--- src/rtl/spirb_pkg.sv ---
package spirb_pkg;
   typedef struct packed {
      logic auto_inc;
      logic three_wire;
   } ctrl_t;

   localparam int CTRL_BITS = $bits(ctrl_t);
endpackage

--- src/rtl/spirb_sync.sv ---
module spirb_sync #(
   parameter int       STAGES  = 2,
   parameter int       W       = 3,
   parameter bit [W-1:0] RST_VAL = '0
) (
   input  logic         clk,
   input  logic         rst_n,
   input  logic [W-1:0] d_i,
   output logic [W-1:0] q_o
);
   if (STAGES < 2) begin : g_bad_stages
      $error("spirb_sync: STAGES must be at least 2");
   end

   for (genvar i = 0; i < W; i++) begin : g_line
      logic [STAGES-1:0] ff;
      always_ff @(posedge clk or negedge rst_n) begin
         if (!rst_n) ff <= {STAGES{RST_VAL[i]}};
         else        ff <= {ff[STAGES-2:0], d_i[i]};
      end
      assign q_o[i] = ff[STAGES-1];
   end
endmodule

--- src/rtl/spirb_edge.sv ---
module spirb_edge #(
   parameter bit IDLE = 1'b1
) (
   input  logic clk,
   input  logic rst_n,
   input  logic lvl_i,
   output logic rise_o,
   output logic fall_o
);
   logic prev;

   always_ff @(posedge clk or negedge rst_n) begin
      if (!rst_n) prev <= IDLE;
      else        prev <= lvl_i;
   end

   assign rise_o = lvl_i & ~prev;
   assign fall_o = ~lvl_i & prev;
endmodule

--- src/rtl/spirb_frame.sv ---
module spirb_frame #(
   parameter int ADDR_W = 7,
   parameter int DATA_W = 8
) (
   input  logic              clk,
   input  logic              rst_n,
   input  logic              cs_act_i,
   input  logic              spc_rise_i,
   input  logic              spc_fall_i,
   input  logic              sdi_i,
   input  logic              auto_inc_i,
   input  logic [DATA_W-1:0] rdata_i,
   output logic [ADDR_W-1:0] addr_o,
   output logic [DATA_W-1:0] wdata_o,
   output logic              wstb_o,
   output logic              drive_o,
   output logic              dout_o
);
   localparam int CNT_W = $clog2(DATA_W);
   localparam logic [CNT_W-1:0] LAST_BIT = CNT_W'(DATA_W - 1);

   logic [CNT_W-1:0]  bitc;
   logic              hdr_done;
   logic              rd_mode;
   logic              load_pend;
   logic              inc_pend;
   logic              tx_live;
   logic [DATA_W-1:0] rx;
   logic [DATA_W-1:0] tx;
   logic [DATA_W-1:0] rx_next;
   logic              byte_end;

   assign rx_next  = {rx[DATA_W-2:0], sdi_i};
   assign byte_end = spc_rise_i && (bitc == LAST_BIT);

   always_ff @(posedge clk or negedge rst_n) begin
      if (!rst_n) begin
         bitc      <= '0;
         hdr_done  <= 1'b0;
         rd_mode   <= 1'b0;
         load_pend <= 1'b0;
         inc_pend  <= 1'b0;
         tx_live   <= 1'b0;
         rx        <= '0;
         tx        <= '0;
         addr_o    <= '0;
         wdata_o   <= '0;
         wstb_o    <= 1'b0;
      end else begin
         wstb_o   <= 1'b0;
         inc_pend <= 1'b0;
         if (inc_pend) addr_o <= addr_o + 1'b1;
         if (!cs_act_i) begin
            bitc      <= '0;
            hdr_done  <= 1'b0;
            rd_mode   <= 1'b0;
            load_pend <= 1'b0;
            tx_live   <= 1'b0;
         end else begin
            if (spc_rise_i) begin
               rx   <= rx_next;
               bitc <= byte_end ? '0 : bitc + 1'b1;
            end
            if (byte_end) begin
               if (!hdr_done) begin
                  hdr_done  <= 1'b1;
                  rd_mode   <= rx_next[DATA_W-1];
                  addr_o    <= rx_next[ADDR_W-1:0];
                  load_pend <= rx_next[DATA_W-1];
               end else begin
                  if (!rd_mode) begin
                     wstb_o  <= 1'b1;
                     wdata_o <= rx_next;
                  end
                  load_pend <= rd_mode;
                  inc_pend  <= auto_inc_i;
               end
            end
            if (spc_fall_i) begin
               if (load_pend) begin
                  tx        <= rdata_i;
                  load_pend <= 1'b0;
                  tx_live   <= 1'b1;
               end else begin
                  tx <= tx << 1;
               end
            end
         end
      end
   end

   assign drive_o = tx_live;
   assign dout_o  = tx[DATA_W-1];
endmodule

--- src/rtl/spirb_slave.sv ---
module spirb_slave
   import spirb_pkg::*;
#(
   parameter int              ADDR_W      = 7,
   parameter int              DATA_W      = 8,
   parameter int              SYNC_STAGES = 2,
   parameter logic [ADDR_W-1:0] ID_ADDR   = 7'h0F,
   parameter logic [DATA_W-1:0] ID_VALUE  = 8'h69,
   parameter logic [ADDR_W-1:0] CTRL_ADDR = 7'h12
) (
   input  logic              clk,
   input  logic              rst_n,
   input  logic              spc_i,
   input  logic              cs_n_i,
   input  logic              sdi_i,
   output logic              dout_o,
   output logic              sdo_en_o,
   output logic              sdio_en_o,
   output logic [ADDR_W-1:0] rf_addr_o,
   output logic [DATA_W-1:0] rf_wdata_o,
   output logic              rf_we_o,
   input  logic [DATA_W-1:0] rf_rdata_i
);
   if (DATA_W != ADDR_W + 1) begin : g_bad_frame
      $error("spirb_slave: header must be one direction bit plus the address");
   end
   if ((DATA_W & (DATA_W - 1)) != 0) begin : g_bad_width
      $error("spirb_slave: DATA_W must be a power of two");
   end
   if (ID_ADDR == CTRL_ADDR) begin : g_bad_map
      $error("spirb_slave: identity and control addresses must differ");
   end

   logic [2:0]        sync_q;
   logic              spc_s, cs_act, sdi_s;
   logic              spc_rise, spc_fall;
   logic [ADDR_W-1:0] addr;
   logic [DATA_W-1:0] wdata;
   logic              wstb;
   logic              drive;
   logic [DATA_W-1:0] rdata_mux;
   ctrl_t             ctrl;

   spirb_sync #(.STAGES(SYNC_STAGES), .W(3), .RST_VAL(3'b110)) sync_i (
      .clk(clk), .rst_n(rst_n),
      .d_i({spc_i, cs_n_i, sdi_i}), .q_o(sync_q)
   );

   assign spc_s  = sync_q[2];
   assign cs_act = ~sync_q[1];
   assign sdi_s  = sync_q[0];

   spirb_edge #(.IDLE(1'b1)) edge_i (
      .clk(clk), .rst_n(rst_n), .lvl_i(spc_s),
      .rise_o(spc_rise), .fall_o(spc_fall)
   );

   spirb_frame #(.ADDR_W(ADDR_W), .DATA_W(DATA_W)) frame_i (
      .clk(clk), .rst_n(rst_n), .cs_act_i(cs_act),
      .spc_rise_i(spc_rise), .spc_fall_i(spc_fall), .sdi_i(sdi_s),
      .auto_inc_i(ctrl.auto_inc), .rdata_i(rdata_mux),
      .addr_o(addr), .wdata_o(wdata), .wstb_o(wstb),
      .drive_o(drive), .dout_o(dout_o)
   );

   always_ff @(posedge clk or negedge rst_n) begin
      if (!rst_n)                         ctrl <= '0;
      else if (wstb && addr == CTRL_ADDR) ctrl <= ctrl_t'(wdata[CTRL_BITS-1:0]);
   end

   always_comb begin
      if (addr == ID_ADDR)        rdata_mux = ID_VALUE;
      else if (addr == CTRL_ADDR) rdata_mux = {{(DATA_W-CTRL_BITS){1'b0}}, ctrl};
      else                        rdata_mux = rf_rdata_i;
   end

   assign rf_addr_o  = addr;
   assign rf_wdata_o = wdata;
   assign rf_we_o    = wstb && (addr != ID_ADDR) && (addr != CTRL_ADDR);
   assign sdo_en_o   = drive && !ctrl.three_wire;
   assign sdio_en_o  = drive && ctrl.three_wire;
endmodule

--- config.mk ---
export PLATFORM = sky130hd
export DESIGN_NAME = spirb_slave
export DESIGN_NICKNAME = d
export VERILOG_FILES = /design/src/rtl/spirb_pkg.sv /design/src/rtl/spirb_sync.sv /design/src/rtl/spirb_edge.sv /design/src/rtl/spirb_frame.sv /design/src/rtl/spirb_slave.sv
export SDC_FILE = /design/constraint.sdc
export NUM_CORES = 1
export LEC_CHECK = 0
export BUFFER_PORTS_ARGS = -buffer_cell sky130_fd_sc_hd__buf_2
export CAP_MARGIN = 20
export CORE_MARGIN = 5
export CORE_UTILIZATION = 55
export DETAILED_ROUTE_END_ITERATION = 8
export PLACE_DENSITY_LB_ADDON = 0.1
export REMOVE_ABC_BUFFERS = 1
export SLEW_MARGIN = 20
export SYNTH_ARGS = -nofsm -noshare
export SYNTH_HDL_FRONTEND = slang
export SYNTH_SLANG_ARGS = --single-unit
--- constraint.sdc ---
create_clock -name clk -period 2.4 [get_ports clk]
set_input_delay 0 -clock clk [delete_from_list [all_inputs] [get_ports clk]]
set_output_delay 0 -clock clk [all_outputs]
set_load 0.005 [all_outputs]
==> impl_results.md <==
* Final worst slack at 0.462 ns
* Max VDD drop at 0.399 mV
* F_max at 516 MHz
* Hpwl dp at 2830 um
* Clock slew seen by the registers of the worst setup and hold paths at 0.08 ns
* Drt wl/cell at 14.5 um
* CTS H-Tree Depth at 2
* Routed wire length at 3960 um
* Fin crit period at 1.94 ns
* Asr flop ratio synth at 1.00
* Setup TNS at 0 ns
* Worst Hold Endpoint: frame_i.tx[5]$_DFFE_PN0P_
* Synth warn at 0
* Final worst path period share at 0.808
* Clk_skew at 0.00710 ns
* DIE HEIGHT at 71.9 um
* Final setup violation count at 0
* Min-delay src: rf_rdata_i[5]
* Grt ovf at 0
* Status: completed
* Reg2Reg Launch Point: frame_i.bitc[0]$_DFFE_PN0P_
* Final Power at 1620 uW
* RSZ-0062 raised after global routing: false
* Global-route wire length before repair at 6980 um
* Initial antenna violation count at 0
* Nature of the critical path endpoint: flop
* #FFs+latches synth at 48
* Inserted Clock Buffers at 5
* Leak Pwr at 0.00122 uW
* R2r setup slk at 0.46 ns
* Initial core utilization at 0.572
* Drt drc at 0
* ANT cells at 0
* Synth Flop Type: dfrtp_1
* Top-level I/O count at 32
* Final slew viol count at 0
* Nets at 240
* Port Buf Inserts at 31
* Root buf cell: clkbuf_8
* Width of the die at 71.9 um
* Distinct cells, synth at 35
* Power Density at 651 nW/um^2
* Routed Antenna Nets at 0
* Maximum Capacitance Violations at 0
* Crit Path Class: flop to flop
* Least-Margin Pin Slew at 0.590 ns
* Cell taking the most area after synthesis: dfrtp_1
* Synth top area share at 0.510
* Largest net degree at the start of global routing at 49
* Reg2reg end: frame_i.wdata_o[7]$_DFFE_PN0P_
* R2r worst-path depth at 5
* Ratio of cells with drive above 1 in the final layout at 0.304
* Most common cell in the netlist: dfrtp_1
* Hold Path Class: input port to flop
* Final GP Congestion at 0.768
* Routed vias/inst at 5.38
* CP startpoint kind: flop
* Post-CTS resize count at 0
* Initial drt markers at 93
* Max Buffers Root-to-Sink at 2
* All-Layer GR Usage at 0.172
* Syn_area_per_cell at 11.6 um^2
* Post-route cell area at 2480 um^2
* FP Rows at 22
* Top post-synthesis cells by area: dfrtp_1 51%, dfstp_2 6.2%, mux2_4 5.7%
* TritonCTS clock tree: yes
* Hold Crit Depth at 3
* Vias in the first global route at 1464
* Crit Path Max Fanout at 9
* Area Growth Syn to Fin at 17.7%
* Post-Syn Area at 2110 um^2
* Via count at 1462
* Clock sinks at 48
* Final number of hold-violating endpoints at 0
* Worst Path Arrival at 2.12 ns
* Required @ worst endpoint at 2.58 ns
* Core area at 3690 um^2
* EDFF count, synth at 0
* Drt pass-1 iters at 4
* Gate count after technology mapping at 182
* Max_slew headroom at 0.607
* Pre-CTS WS at 0.456 ns
* Synth top cells by count: 43 x dfrtp_1, 15 x nand2_1, 15 x o21ai_0, 14 x nor2_1, 13 x a21oi_1
* Worst skew pair latency at 0.29 ns
* Post-synthesis sequential area ratio at 0.572
* Placement Cell Area at 2310 um^2
* DIE AREA at 5170 um^2
-- state kept, by name (all words and copies together) (netlist names) --
signal / count
frame_i.load_pend: 1
ctrl: 2
edge_i.prev: 1
frame_i.wstb_o: 1
frame_i.hdr_done: 1
frame_i.drive_o: 1
frame_i.rd_mode: 1
frame_i.addr_o: 7
frame_i.bitc: 3
frame_i.rx: 7
sync_i.g_line.ff: 6
frame_i.tx: 8
frame_i.wdata_o: 8
frame_i.inc_pend: 1
-- placed cells by master (no fill, tap or decap) --
master / count
a211oi_1: 1
a21o_1: 1
a21oi_1: 13
a31o_2: 1
a31oi_1: 1
and2_1: 1
and3_1: 2
buf_2: 30
buf_4: 3
clkbuf_1: 1
clkbuf_8: 7
dfrtp_1: 43
dfstp_2: 5
dlygate4sd3_1: 7
ha_1: 4
inv_1: 8
mux2_2: 9
mux2_4: 8
mux2i_1: 5
nand2_1: 15
nand2b_1: 2
nand3_1: 2
nand3b_2: 1
nand4_1: 5
nand4_2: 1
nor2_1: 14
nor2_2: 1
nor3_1: 3
nor3b_1: 2
nor4b_1: 2
o211ai_1: 2
o21ai_0: 15
o22ai_1: 1
or2_2: 1
or4_4: 1
xnor2_1: 3
xor2_1: 3
-- timing repair --
action                                  CTS  global route
buffers inserted                          0             0
endpoints found under the setup margin    0             0
hold endpoints to repair                 49             0
hold buffers                              7             0
-- where the power goes --
| part | leakage, uW | switching, uW | internal (uW) |
|---|---|---|---|
| clock network | 0.0000515 | 243 | 263 |
| logic | 0.000548 | 57.3 | 76.4 |
| registers | 0.000618 | 80.7 | 896 |
| total | 0.00122 | 381 | 1230 |
-- how the worst max path moves through the flow --
stage	start	endpoint
3_5_place_dp	frame_i.bitc[0]$_DFFE_PN0P_	frame_i.wdata_o[4]$_DFFE_PN0P_
3_3_place_gp	frame_i.bitc[0]$_DFFE_PN0P_	frame_i.wdata_o[5]$_DFFE_PN0P_
4_1_cts	frame_i.bitc[0]$_DFFE_PN0P_	frame_i.wdata_o[7]$_DFFE_PN0P_
6_report	frame_i.bitc[0]$_DFFE_PN0P_	frame_i.wdata_o[7]$_DFFE_PN0P_
2_1_floorplan	frame_i.bitc[0]$_DFFE_PN0P_	frame_i.addr_o[0]$_DFF_PN0_
5_1_grt	frame_i.addr_o[4]$_DFF_PN0_	rf_we_o
-- final cells by class --
type / instances / area, um^2
Sequential cell: 48 / 1210
Fill cell: 302 / 1210
Multi-Input combinational cell: 120 / 842
Timing Repair Buffer: 40 / 243
Clock buffer: 8 / 100
Tap cell: 48 / 60.1
Inverter: 8 / 30.0
-- worst max-delay path, stage by stage, from the launching register on --
cell and delay, ns:
dfrtp_1 0.38, ha_1 0.15, ha_1 0.24, nand3b_2 0.16, or4_4 0.56, mux2_4 0.33
-- cell families (layout without fill, tap and decap cells) --
kind of cell,count (synthesis),in the layout,share of synthesized area
compound gates,35,35,0.0908
buf+inv,14,56,0.0285
mux,22,22,0.129
simple gates,53,53,0.131
flops,48,48,0.572
xor+xnor,6,6,0.0249
fa+ha+maj,4,4,0.0237
-- routing by layer --
metal  GRT usage  share of wire  vias up  routed length (um)
met5           0              0        -                   0
met4      0.0501          0.012        0                  46
met3      0.0499          0.062        7                 245
met2       0.265           0.48       38                1910
met1       0.236           0.44      700                1750
li1            -              -      717                   -
-- stage by stage --
step | util | cells | hold slack [ns]
3_5_place_dp | 0.626 | 257 | 0.108
5_1_grt | 0.673 | 272 | 0.0134
3_3_place_gp | 0.626 | 257 | 0.106
2_1_floorplan | - | 176 | -0.296
4_1_cts | 0.672 | 272 | 0.00706
6_report | 0.673 | 272 | 0.0187
(Power assumes the default switching activity.)
